--- src/rtl/clkgate_pkg.sv ---
package clkgate_pkg;

  typedef enum logic [1:0] {
    GS_IDLE,
    GS_LEAD,
    GS_RUN,
    GS_TRAIL
  } gate_st_e;

  // Control word; bit 0 is out_dis, bit 3 is freq_alt
  typedef struct packed {
    logic freq_alt;
    logic int_demod;
    logic intermit;
    logic out_dis;
  } ctl_t;

endpackage

--- src/rtl/clkgate_ctl_regs.sv ---
module clkgate_ctl_regs
  import clkgate_pkg::*;
(
  input  logic       clk,
  input  logic       rst_n,
  input  logic       we,
  input  logic [3:0] wdata,
  output ctl_t       ctl_q
);

  ctl_t ctl_d;

  always_comb begin
    ctl_d = ctl_q;
    if (we) ctl_d = ctl_t'(wdata);
  end

  always_ff @(posedge clk or negedge rst_n) begin
    if (!rst_n) ctl_q <= '0;
    else        ctl_q <= ctl_d;
  end

endmodule

--- src/rtl/clkgate_divider.sv ---
module clkgate_divider #(
  parameter int HALF_EXT_F0 = 1,
  parameter int HALF_EXT_F1 = 1,
  parameter int HALF_INT_F0 = 2,
  parameter int HALF_INT_F1 = 2
) (
  input  logic       clk,
  input  logic       por_n,
  input  logic [1:0] sel,      // {int_demod, freq_alt}
  output logic       div_q,
  output logic       div_n,
  output logic       rise
);

  localparam int HMAX_A = (HALF_EXT_F0 > HALF_EXT_F1) ? HALF_EXT_F0 : HALF_EXT_F1;
  localparam int HMAX_B = (HALF_INT_F0 > HALF_INT_F1) ? HALF_INT_F0 : HALF_INT_F1;
  localparam int HMAX   = (HMAX_A > HMAX_B) ? HMAX_A : HMAX_B;
  localparam int HW     = (HMAX > 1) ? $clog2(HMAX) : 1;

  logic [HW-1:0] cnt_q, cnt_n, lim;
  logic          wrap;

  always_comb begin
    unique case (sel)
      2'b00:   lim = HW'(HALF_EXT_F0 - 1);
      2'b01:   lim = HW'(HALF_EXT_F1 - 1);
      2'b10:   lim = HW'(HALF_INT_F0 - 1);
      default: lim = HW'(HALF_INT_F1 - 1);
    endcase
    // >= so that a shrinking ratio never strands the counter
    wrap  = (cnt_q >= lim);
    cnt_n = wrap ? '0 : cnt_q + 1'b1;
    div_n = wrap ? ~div_q : div_q;
    rise  = wrap & ~div_q;
  end

  always_ff @(posedge clk or negedge por_n) begin
    if (!por_n) begin
      cnt_q <= '0;
      div_q <= 1'b0;
    end else begin
      cnt_q <= cnt_n;
      div_q <= div_n;
    end
  end

endmodule

--- src/rtl/clkgate_seq.sv ---
module clkgate_seq
  import clkgate_pkg::*;
#(
  parameter int GUARD = 4
) (
  input  logic clk,
  input  logic por_n,
  input  logic rst_n,
  input  logic intermit,
  input  logic out_dis,
  input  logic rx_off,
  input  logic rx_wake_req,
  input  logic div_n,
  input  logic rise,
  output logic gate_q,
  output logic clk_out_q,
  output logic grant
);

  localparam int GW = $clog2(GUARD + 1);

  gate_st_e      state_q, state_n;
  logic [GW-1:0] gcnt_q, gcnt_n;
  logic          edge_seen, guard_done, gate_want, gate_n, out_n;

  always_comb begin
    edge_seen  = rise & gate_q;
    guard_done = edge_seen && (gcnt_q == GW'(GUARD - 1));
    state_n    = state_q;
    if (!intermit) begin
      state_n = rx_off ? GS_IDLE : GS_RUN;
    end else begin
      unique case (state_q)
        GS_IDLE:  if (rx_wake_req) state_n = GS_LEAD;
        GS_LEAD:  if (guard_done) state_n = GS_RUN;
        GS_RUN:   if (rx_off && !rx_wake_req) state_n = GS_TRAIL;
        default: begin
          if (rx_wake_req)     state_n = GS_LEAD;
          else if (guard_done) state_n = GS_IDLE;
        end
      endcase
    end
    if (state_n != state_q)
      gcnt_n = '0;
    else if (edge_seen && (state_q == GS_LEAD || state_q == GS_TRAIL))
      gcnt_n = gcnt_q + 1'b1;
    else
      gcnt_n = gcnt_q;
  end

  always_comb begin
    gate_want = ~intermit | (state_q != GS_IDLE);
    // gate moves only into a low phase of the divided clock
    gate_n    = div_n ? gate_q : gate_want;
    out_n     = div_n & gate_n & ~out_dis;
    grant     = ~intermit | (state_q == GS_RUN);
  end

  always_ff @(posedge clk or negedge rst_n) begin
    if (!rst_n) begin
      state_q <= GS_IDLE;
      gcnt_q  <= '0;
    end else begin
      state_q <= state_n;
      gcnt_q  <= gcnt_n;
    end
  end

  always_ff @(posedge clk or negedge por_n) begin
    if (!por_n) begin
      gate_q    <= 1'b0;
      clk_out_q <= 1'b0;
    end else begin
      gate_q    <= gate_n;
      clk_out_q <= out_n;
    end
  end

endmodule

--- src/rtl/gated_clkout_ctrl.sv ---
module gated_clkout_ctrl
  import clkgate_pkg::*;
#(
  parameter int HALF_EXT_F0 = 1,
  parameter int HALF_EXT_F1 = 1,
  parameter int HALF_INT_F0 = 2,
  parameter int HALF_INT_F1 = 2,
  parameter int GUARD       = 4
) (
  input  logic       clk_osc,
  input  logic       por_n,
  input  logic       rst_n,
  input  logic       cfg_we,
  input  logic [3:0] cfg_wdata,
  input  logic       rx_off,
  input  logic       rx_wake_req,
  output logic       rx_wake_grant,
  output logic       clk_out
);

  ctl_t ctl_q;
  logic div_q, div_n, div_rise, gate_q;

  clkgate_ctl_regs u_regs (
    .clk   (clk_osc),
    .rst_n (rst_n),
    .we    (cfg_we),
    .wdata (cfg_wdata),
    .ctl_q (ctl_q)
  );

  clkgate_divider #(
    .HALF_EXT_F0 (HALF_EXT_F0),
    .HALF_EXT_F1 (HALF_EXT_F1),
    .HALF_INT_F0 (HALF_INT_F0),
    .HALF_INT_F1 (HALF_INT_F1)
  ) u_div (
    .clk   (clk_osc),
    .por_n (por_n),
    .sel   ({ctl_q.int_demod, ctl_q.freq_alt}),
    .div_q (div_q),
    .div_n (div_n),
    .rise  (div_rise)
  );

  clkgate_seq #(
    .GUARD (GUARD)
  ) u_seq (
    .clk         (clk_osc),
    .por_n       (por_n),
    .rst_n       (rst_n),
    .intermit    (ctl_q.intermit),
    .out_dis     (ctl_q.out_dis),
    .rx_off      (rx_off),
    .rx_wake_req (rx_wake_req),
    .div_n       (div_n),
    .rise        (div_rise),
    .gate_q      (gate_q),
    .clk_out_q   (clk_out),
    .grant       (rx_wake_grant)
  );

endmodule

--- config.mk ---
export PLATFORM = sky130hd
export DESIGN_NAME = gated_clkout_ctrl
export DESIGN_NICKNAME = d
export VERILOG_FILES = /design/src/rtl/clkgate_pkg.sv /design/src/rtl/clkgate_ctl_regs.sv /design/src/rtl/clkgate_divider.sv /design/src/rtl/clkgate_seq.sv /design/src/rtl/gated_clkout_ctrl.sv
export SDC_FILE = /design/constraint.sdc
export NUM_CORES = 1
export LEC_CHECK = 0
export BUFFER_PORTS_ARGS = -buffer_cell sky130_fd_sc_hd__buf_2
export CORE_AREA = 2 2 39 41
export DETAILED_ROUTE_END_ITERATION = 10
export DIE_AREA = 0 0 41 43
export PLACE_DENSITY = 0.73
export SYNTH_ARGS = -nofsm -noshare
export SYNTH_HDL_FRONTEND = slang
export SYNTH_HIERARCHICAL = 1
export SYNTH_SLANG_ARGS = --single-unit
--- constraint.sdc ---
create_clock -name clk_osc -period 3.2 [get_ports clk_osc]
set_input_delay 0.64 -clock clk_osc [delete_from_list [all_inputs] [get_ports clk_osc]]
set_output_delay 0.64 -clock clk_osc [all_outputs]
set_load 0.03 [all_outputs]
Yosys cells after proc, flatten, opt, wreduce, memory -nomap -nowiden:

Cells that the tools add are included.

* bits in registers: 13
* bits in latches: 0
* RAM bits: 0
* memory bits (read-only): 0
* bits of input ports: 10
* output and inout port bits: 2
* word-level logic and storage cells: 52
* memories kept: 0

* add/subtract/negate cells: 2
* multiply operators: 0
* div/mod/pow operators: 0
* $lt $le $gt $ge: 1
* equality and inequality tests: 6
* shifts and indexed selects: 0
* mux-type cells: 14
* bitwise gates (word level): 9
* reductions and logical operators: 10

Operators by type and width (count)
* $mux 2: 7
* $mux 3: 2
* $pmux 2 s3: 1
* $and 1x1->1: 4
* $eq 2x1->1 const B: 2
* $eq 2x2->1 const B: 2
* $logic_not 2->1: 2
* $mux 1: 4
* $reduce_bool 2->1: 2
* $add 3x1->3 const B: 1
* $eq 3x2->1 const B: 1
* $logic_and 1x1->1: 3
* $not 1->1: 3
* $ne 2x2->1: 1
* $or 1x1->1: 2
* $reduce_or 2->1: 1
* $add 1x1->1 const B: 1
* $ge 1x1->1: 1
* $logic_not 1->1: 1
* $logic_or 1x1->1: 1

Logic depth before layout (Yosys ltp):

Gate-level depths: netlist of the first run.

* depth after elaboration: 13
* depth in mapped cells: 6

By module:

The synthesis of the first run kept the hierarchy.

By module, submodules not included
* clkgate_seq: times used 1, cells an instance 48, area each 441.7 sq um, sequential area each 175.2 sq um
* clkgate_ctl_regs: times used 1, cells an instance 8, area each 145.1 sq um, sequential area each 100.1 sq um
* clkgate_divider: times used 1, cells an instance 7, area each 82.6 sq um, sequential area each 50.0 sq um

Least setup slack after synthesis of the first run:

No wires, ideal clock.

* path type: register to output
* start: reg u_seq.state_q[0]
* end: out rx_wake_grant
* arrival: 1194 ps
* path slack: 1366 ps
* cell stages (with the launch flop): 3
* buffers on the path: 1
* cell sequence: dfrtp_1 buf_2 o21ai_0

* cells in the longest elaborated chain, start to end: 2

Ends and longest elaborated chain
* start: declaration: RTL line clkgate_seq.sv:22 `gate_st_e state_q, state_n;`
* start signal: assignment: RTL line clkgate_seq.sv:64 `state_q <= state_n;`
* $eq 2x2->1: RTL line clkgate_seq.sv:56 `grant = ~intermit | (state_q == GS_RUN);`
* $or 1x1->1: RTL line clkgate_seq.sv:56
* end: declaration: RTL line gated_clkout_ctrl.sv:17 `output logic rx_wake_grant,`

Every way passes these cells.

Worst setup path after layout of the first run:

* start: reg u_seq.state_q[1]
* end: out rx_wake_grant

Same word-level chain as after synthesis.

==> results_dict.tcl, run 1 <==
set metrics [dict create \
    outcome "finished clean" \
    postLayoutCellArea_um2 705.7 \
    chipHeight_um 43 \
    fin_nets 86 \
    cts_max_level 1 \
    crit_slowest_cell "dfrtp_1" \
    cp.arrival_ns 1.20 \
    layout_commonest_cell "dfrtp_1" \
    cp-start-kind "flip-flop" \
    hold_path.class "input port to async pin" \
    path_cells "inv_2, o21ai_0, buf_2" \
    powerDensity_mw_per_mm2 587.9 \
    cts.reportedPaths.clkPinSlew_ns 0.07 \
    fillers 130 \
    fmax_ghz 0.5424 \
    grt_max_degree 11 \
    path_max_fanout 7 \
    multi_input_area_um2 290.3 \
    drtIter0Drc 9 \
    grt_overflow 0 \
    numClockSinks 12 \
    grt_pass1_wl_mm 1.794 \
    drt-pass1-iter-count 4 \
    grtUsageMet1_pct 18.31 \
    die_x_um 41 \
    io_pins 12 \
    hold_slack_ns 0.1533 \
    dieArea_mm2 0.001763 \
    layout_common_cells "12 x dfrtp_1, 10 x buf_2, 6 x nand2_1" \
    drt-wirelength-per-cell_um 12.03 \
    grt_use_met3_pct 4.712 \
    leakagePower_uw 0.0003610 \
    crit_family "flip-flops" \
    first_global_vias 457 \
    syn_nets 74 \
    drcViolationCount 0 \
    post-route-period-util_pct 57.62 \
    cpPeakStageDelay_ns 0.50 \
    final_hold_viol_count 0 \
    synth_area_per_cell_um2 10.38 \
    vdd_drop_max_v 0.0002933 \
    cts_made_buffers 3 \
    layout-drive-gt1-share_pct 28.17 \
    rr_startpoint "u_seq/gcnt_q[0]" \
    placed_area_um2 683.2 \
    end_kind "output pin" \
    gp_congestion 0.7873 \
    fin_tns_setup_ns 0 \
    cts_tree "done" \
    cts_hold_buf 0 \
    timing.rr.end "u_seq/state_q[1]" \
    slew_viol_final 0 \
    use_met2_pct 23.13 \
    worstMarginPinSlew_ns 0.2863 \
    diodes 0 \
    dp_hpwl_um 800.9 \
    post_drt_via_cell_ratio 5.471 \
    seqCellArea_um2 300.3 \
    rsz0062_at_grt "no" \
    drv_cap 0 \
    vias 476 \
    required_ns 2.56 \
    cts_resized 0 \
    relSlewSlack_pct 80.91 \
    timing_worst_setup_path_type "flip-flop to output pin" \
    cts_setup_buffers 0 \
    synth_cells 61 \
    rrSetupSlack_ns 1.63 \
    min_period_ns 1.844 \
    areaGrowthSynthToFinish_pct 11.46 \
    rows 14 \
    timing.critical_path.from "u_seq/state_q[1]" \
    antenna_found_initial 0 \
    track_usage_pct 15.51 \
    setup_viol 0 \
    ys_warn_count 6 \
    grt_busiest_layer "met2" \
    core_area_mm2 0.001384 \
    ant_nets 0 \
    clockBufferDepth 2 \
    utilization_pct 50.99 \
    clock_skew_ns 0.003279 \
    r2r_cells 5 \
    path_buf_inv 2 \
    drt-total-wl_mm 1.047 \
    initial_core_util_pct 45.75 \
    netlist_area_um2 633.1 \
    clk_latency_ns 0.27 \
    io_buffers 10 \
    root_buffer "clkbuf_4" \
]
power by group:
group / switching, uW / internal, uW / total (uW)
clock network: 49.5 / 43.6 / 93.1
registers: 25.8 / 181 / 206
logic: 66.1 / 49.3 / 115
per-stage QoR:
step | setup slack, ns | instances | total power (uW)
2_1_floorplan | 1.366 | 61 | 297.4
3_3_place_gp | 1.658 | 84 | 320.2
3_5_place_dp | 1.638 | 84 | 324.9
4_1_cts | 1.350 | 87 | 420.3
5_1_grt | 1.279 | 87 | 448.8
6_report | 1.356 | 87 | 414.8
layout make-up:
class                           instances  share of cell area [%]
Multi-Input combinational cell         40                   41.13
Clock buffer                            3                   3.191
Tap cell                               16                   2.837
Inverter                                6                   3.191
Sequential cell                        12                   42.55
Timing Repair Buffer                   10                   7.092
sequential cells by signal (all words and copies together) (netlist names), named ones only:
name / cells
u_seq/state_q: 2
u_seq/clk_out_q: 1
u_div/cnt_q: 1
u_div/div_q: 1
u_regs/ctl_q: 3
u_seq/gcnt_q: 3
worst register-to-register path: cells and delay by family (launching register included):
kind / cells / cell delay, ns
compound gates: 2 / 0.43
fa+ha+maj: 2 / 0.41
flops: 1 / 0.41
simple gates: 1 / 0.23
worst max path at each step:
stage / endpoint / slack (ns) / cells after the start
final: rx_wake_grant / 1.36 / 3
after floorplan: rx_wake_grant / 1.37 / 2
after detailed placement: u_seq/state_q[1] / 1.64 / 5
after CTS: rx_wake_grant / 1.35 / 3
after global routing: rx_wake_grant / 1.28 / 3
after global placement: u_seq/state_q[1] / 1.66 / 5
per-layer routing:
| metal | vias to the layer above | wire [um] |
|---|---|---|
| met2 | 9 | 534 |
| met1 | 235 | 465 |
| met4 | 0 | 0 |
| met5 | - | 0 |
| met3 | 0 | 47 |
| li1 | 232 | - |
(Power assumes the default switching activity.)
==> inputs of run 2 (changes only) <==
Settings changed: ABC_AREA set to 1, PLACE_DENSITY 0.73 to 0.71.
Clock period 3.2 ns to 1.7 ns, I/O delays scaled along.
==> run 2 against run 1 <==
Clock skew down 0.0030 ns. Cell area rose by 3.5%. Setup slack worse by 1.2 ns. Largest power group unchanged. Highest routed layer is now met4. Worst hold slack better by 0.11 ns. Die area is the same.
==> results_dict.tcl, run 2 <==
set metrics [dict create \
    clock_skew_ns 0.0002783 \
    vdd_drop_max_v 0.0004170 \
    worstMarginPinSlew_ns 0.2483 \
    place_ws_ns 0.1094 \
    outcome "finished clean" \
    final_hold_viol_count 0 \
    cp-start-kind "flip-flop" \
    fmax_ghz 0.6291 \
    drt-pass1-iter-count 4 \
    hold_path.class "input port to flip-flop" \
    cts_tree "done" \
    dieArea_mm2 0.001763 \
    crit_slowest_cell "dfrtp_1" \
    grt_max_degree 9 \
    root_buffer "clkbuf_4" \
    layout-drive-gt1-share_pct 25.27 \
    initial_core_util_pct 44.30 \
    path_max_fanout 3 \
    cp.arrival_ns 1.75 \
    netlist_area_um2 613.1 \
    powerDensity_mw_per_mm2 1023 \
    net-switching-power_uw 255.2 \
    sequentialPowerShare_pct 49.5 \
    synth_area_per_cell_um2 8.067 \
    setup_viol 0 \
    swShare_pct 34.14 \
    cp.depth 11 \
    clockPowerShare_pct 22.8 \
    ant_nets 0 \
    crit_family "simple AND/OR/NAND/NOR gates" \
    post_drt_via_cell_ratio 4.710 \
    pwr-share-comb_pct 27.7 \
    numClockSinks 12 \
    placed_area_um2 683.2 \
    timing.critical_path.from "u_seq/gcnt_q[0]" \
    layout_common_cells "23 x nand2_1, 14 x inv_1, 12 x dfrtp_1" \
    cts_max_level 1 \
    fin_ws_ns 0.1104 \
    drv_cap 0 \
    dp_hpwl_um 818 \
    first_global_vias 495 \
    p_int_uw 492.4 \
    cts_made_buffers 3 \
    clk_latency_ns 0.27 \
    io_buffers 10 \
    syn_nets 89 \
    grt_overflow 0 \
    leakagePower_uw 0.0004137 \
    required_ns 1.86 \
    slew_viol_final 0 \
    vias 504 \
    areaGrowthSynthToFinish_pct 19.18 \
    antenna_found_initial 0 \
    fin_nets 106 \
    min_period_ns 1.590 \
    core_area_mm2 0.001384 \
    path_buf_inv 1 \
    track_usage_pct 16.50 \
    rows 14 \
    cpPeakStageDelay_ns 0.37 \
    drt-total-wl_mm 1.130 \
    timing.rr.end "u_seq/gcnt_q[0]" \
    synth_cells 76 \
    postLayoutCellArea_um2 730.7 \
    ys_warn_count 6 \
    relSlewSlack_pct 83.27 \
    post-route-period-util_pct 93.50 \
    rr_startpoint "u_seq/gcnt_q[0]" \
    setup.worst_path.end "u_seq/gcnt_q[0]" \
    die_x_um 41 \
    cp_common_cell "nand2_1" \
    timing_worst_setup_path_type "flip-flop to flip-flop" \
    cts.reportedPaths.clkPinSlew_ns 0.07 \
    diodes 0 \
    grt_pass1_wl_mm 1.932 \
    rrSetupSlack_ns 0.11 \
    end_kind "flip-flop" \
    r2r_cells 11 \
    chipHeight_um 43 \
    min_from "cfg_wdata[1]" \
    path_cells "ha_1, ha_1, nand3_2, a21oi_1, nand2_1, nand2_2, nand2_1, nand2_1, inv_1, nand2_2, nor2_1" \
    drtIter0Drc 11 \
    gp_congestion 0.8466 \
    drcViolationCount 0 \
    drt-wirelength-per-cell_um 10.56 \
    io_pins 12 \
    reg_top3 "u_regs/ctl_q (3), u_seq/gcnt_q (3), u_seq/state_q (2)" \
    clockBufferDepth 2 \
    layout_commonest_cell "nand2_1" \
]
run 2: worst register-to-register path, stage by stage, from the launching register on:
cell and delay (ns):
dfrtp_1 0.37, ha_1 0.16, ha_1 0.17, nand3_2 0.12
a21oi_1 0.20, nand2_1 0.11, nand2_2 0.08, nand2_1 0.05
nand2_1 0.07, inv_1 0.05, nand2_2 0.07, nor2_1 0.05
run 2: layout make-up:
class / instances / area (um2)
clock buffers: 3 / 22.52
inverters: 16 / 60.06
flip-flops and latches: 12 / 300.3
fillers: 137 / 653.1
well taps: 16 / 20.02
multi-input cells: 48 / 257.7
repair buffers: 12 / 70.07
run 2: how the worst min path moves through the flow:
stage	endpoint	slack, ns	cells after the start
3_5_place_dp	u_div/cnt_q	0.15	1
2_1_floorplan	u_div/cnt_q	0.04	0
5_1_grt	u_regs/ctl_q[1]	0.28	3
4_1_cts	u_regs/ctl_q[1]	0.27	3
3_3_place_gp	u_div/cnt_q	0.15	1
6_report	u_regs/ctl_q[1]	0.27	3
run 2: metrics by stage:
step	utilization, %	hold slack (ns)	setup TNS (ns)	std cells	total power (uW)
5_1_grt	52.80	0.2762	-0.002940	107	807.8
6_report	52.80	0.2665	0	107	747.6
2_1_floorplan	-	0.04441	0	76	516.1
3_3_place_gp	49.37	0.1463	0	102	565.9
4_1_cts	52.44	0.2659	0	107	747.4
3_5_place_dp	49.37	0.1487	0	102	573.5
run 2: layer usage:
layer	share of wire (%)	track usage [%]	wire length, um
met1	39	19.19	442
met4	1.7	13.33	19
met5	0	0	0
met2	53	25.62	600
met3	5.9	1.571	67
run 2: repair_timing:
| item | in CTS | in global routing |
|---|---|---|
| endpoints found under the hold margin | 12 | 0 |
| hold buffers | 2 | 0 |
| setup endpoints to repair | 0 | 3 |
| gates resized for setup | 0 | 1 |
| setup buffers | 0 | 0 |
run 2: power by group through the flow:
stage | registers [uW] | clock network [uW] | logic [uW]
2_1_floorplan | 386 | 0 | 130
3_3_place_gp | 371 | 0 | 195
3_5_place_dp | 373 | 0 | 200
4_1_cts | 369 | 173 | 206
5_1_grt | 377 | 191 | 240
6_report | 370 | 170 | 207
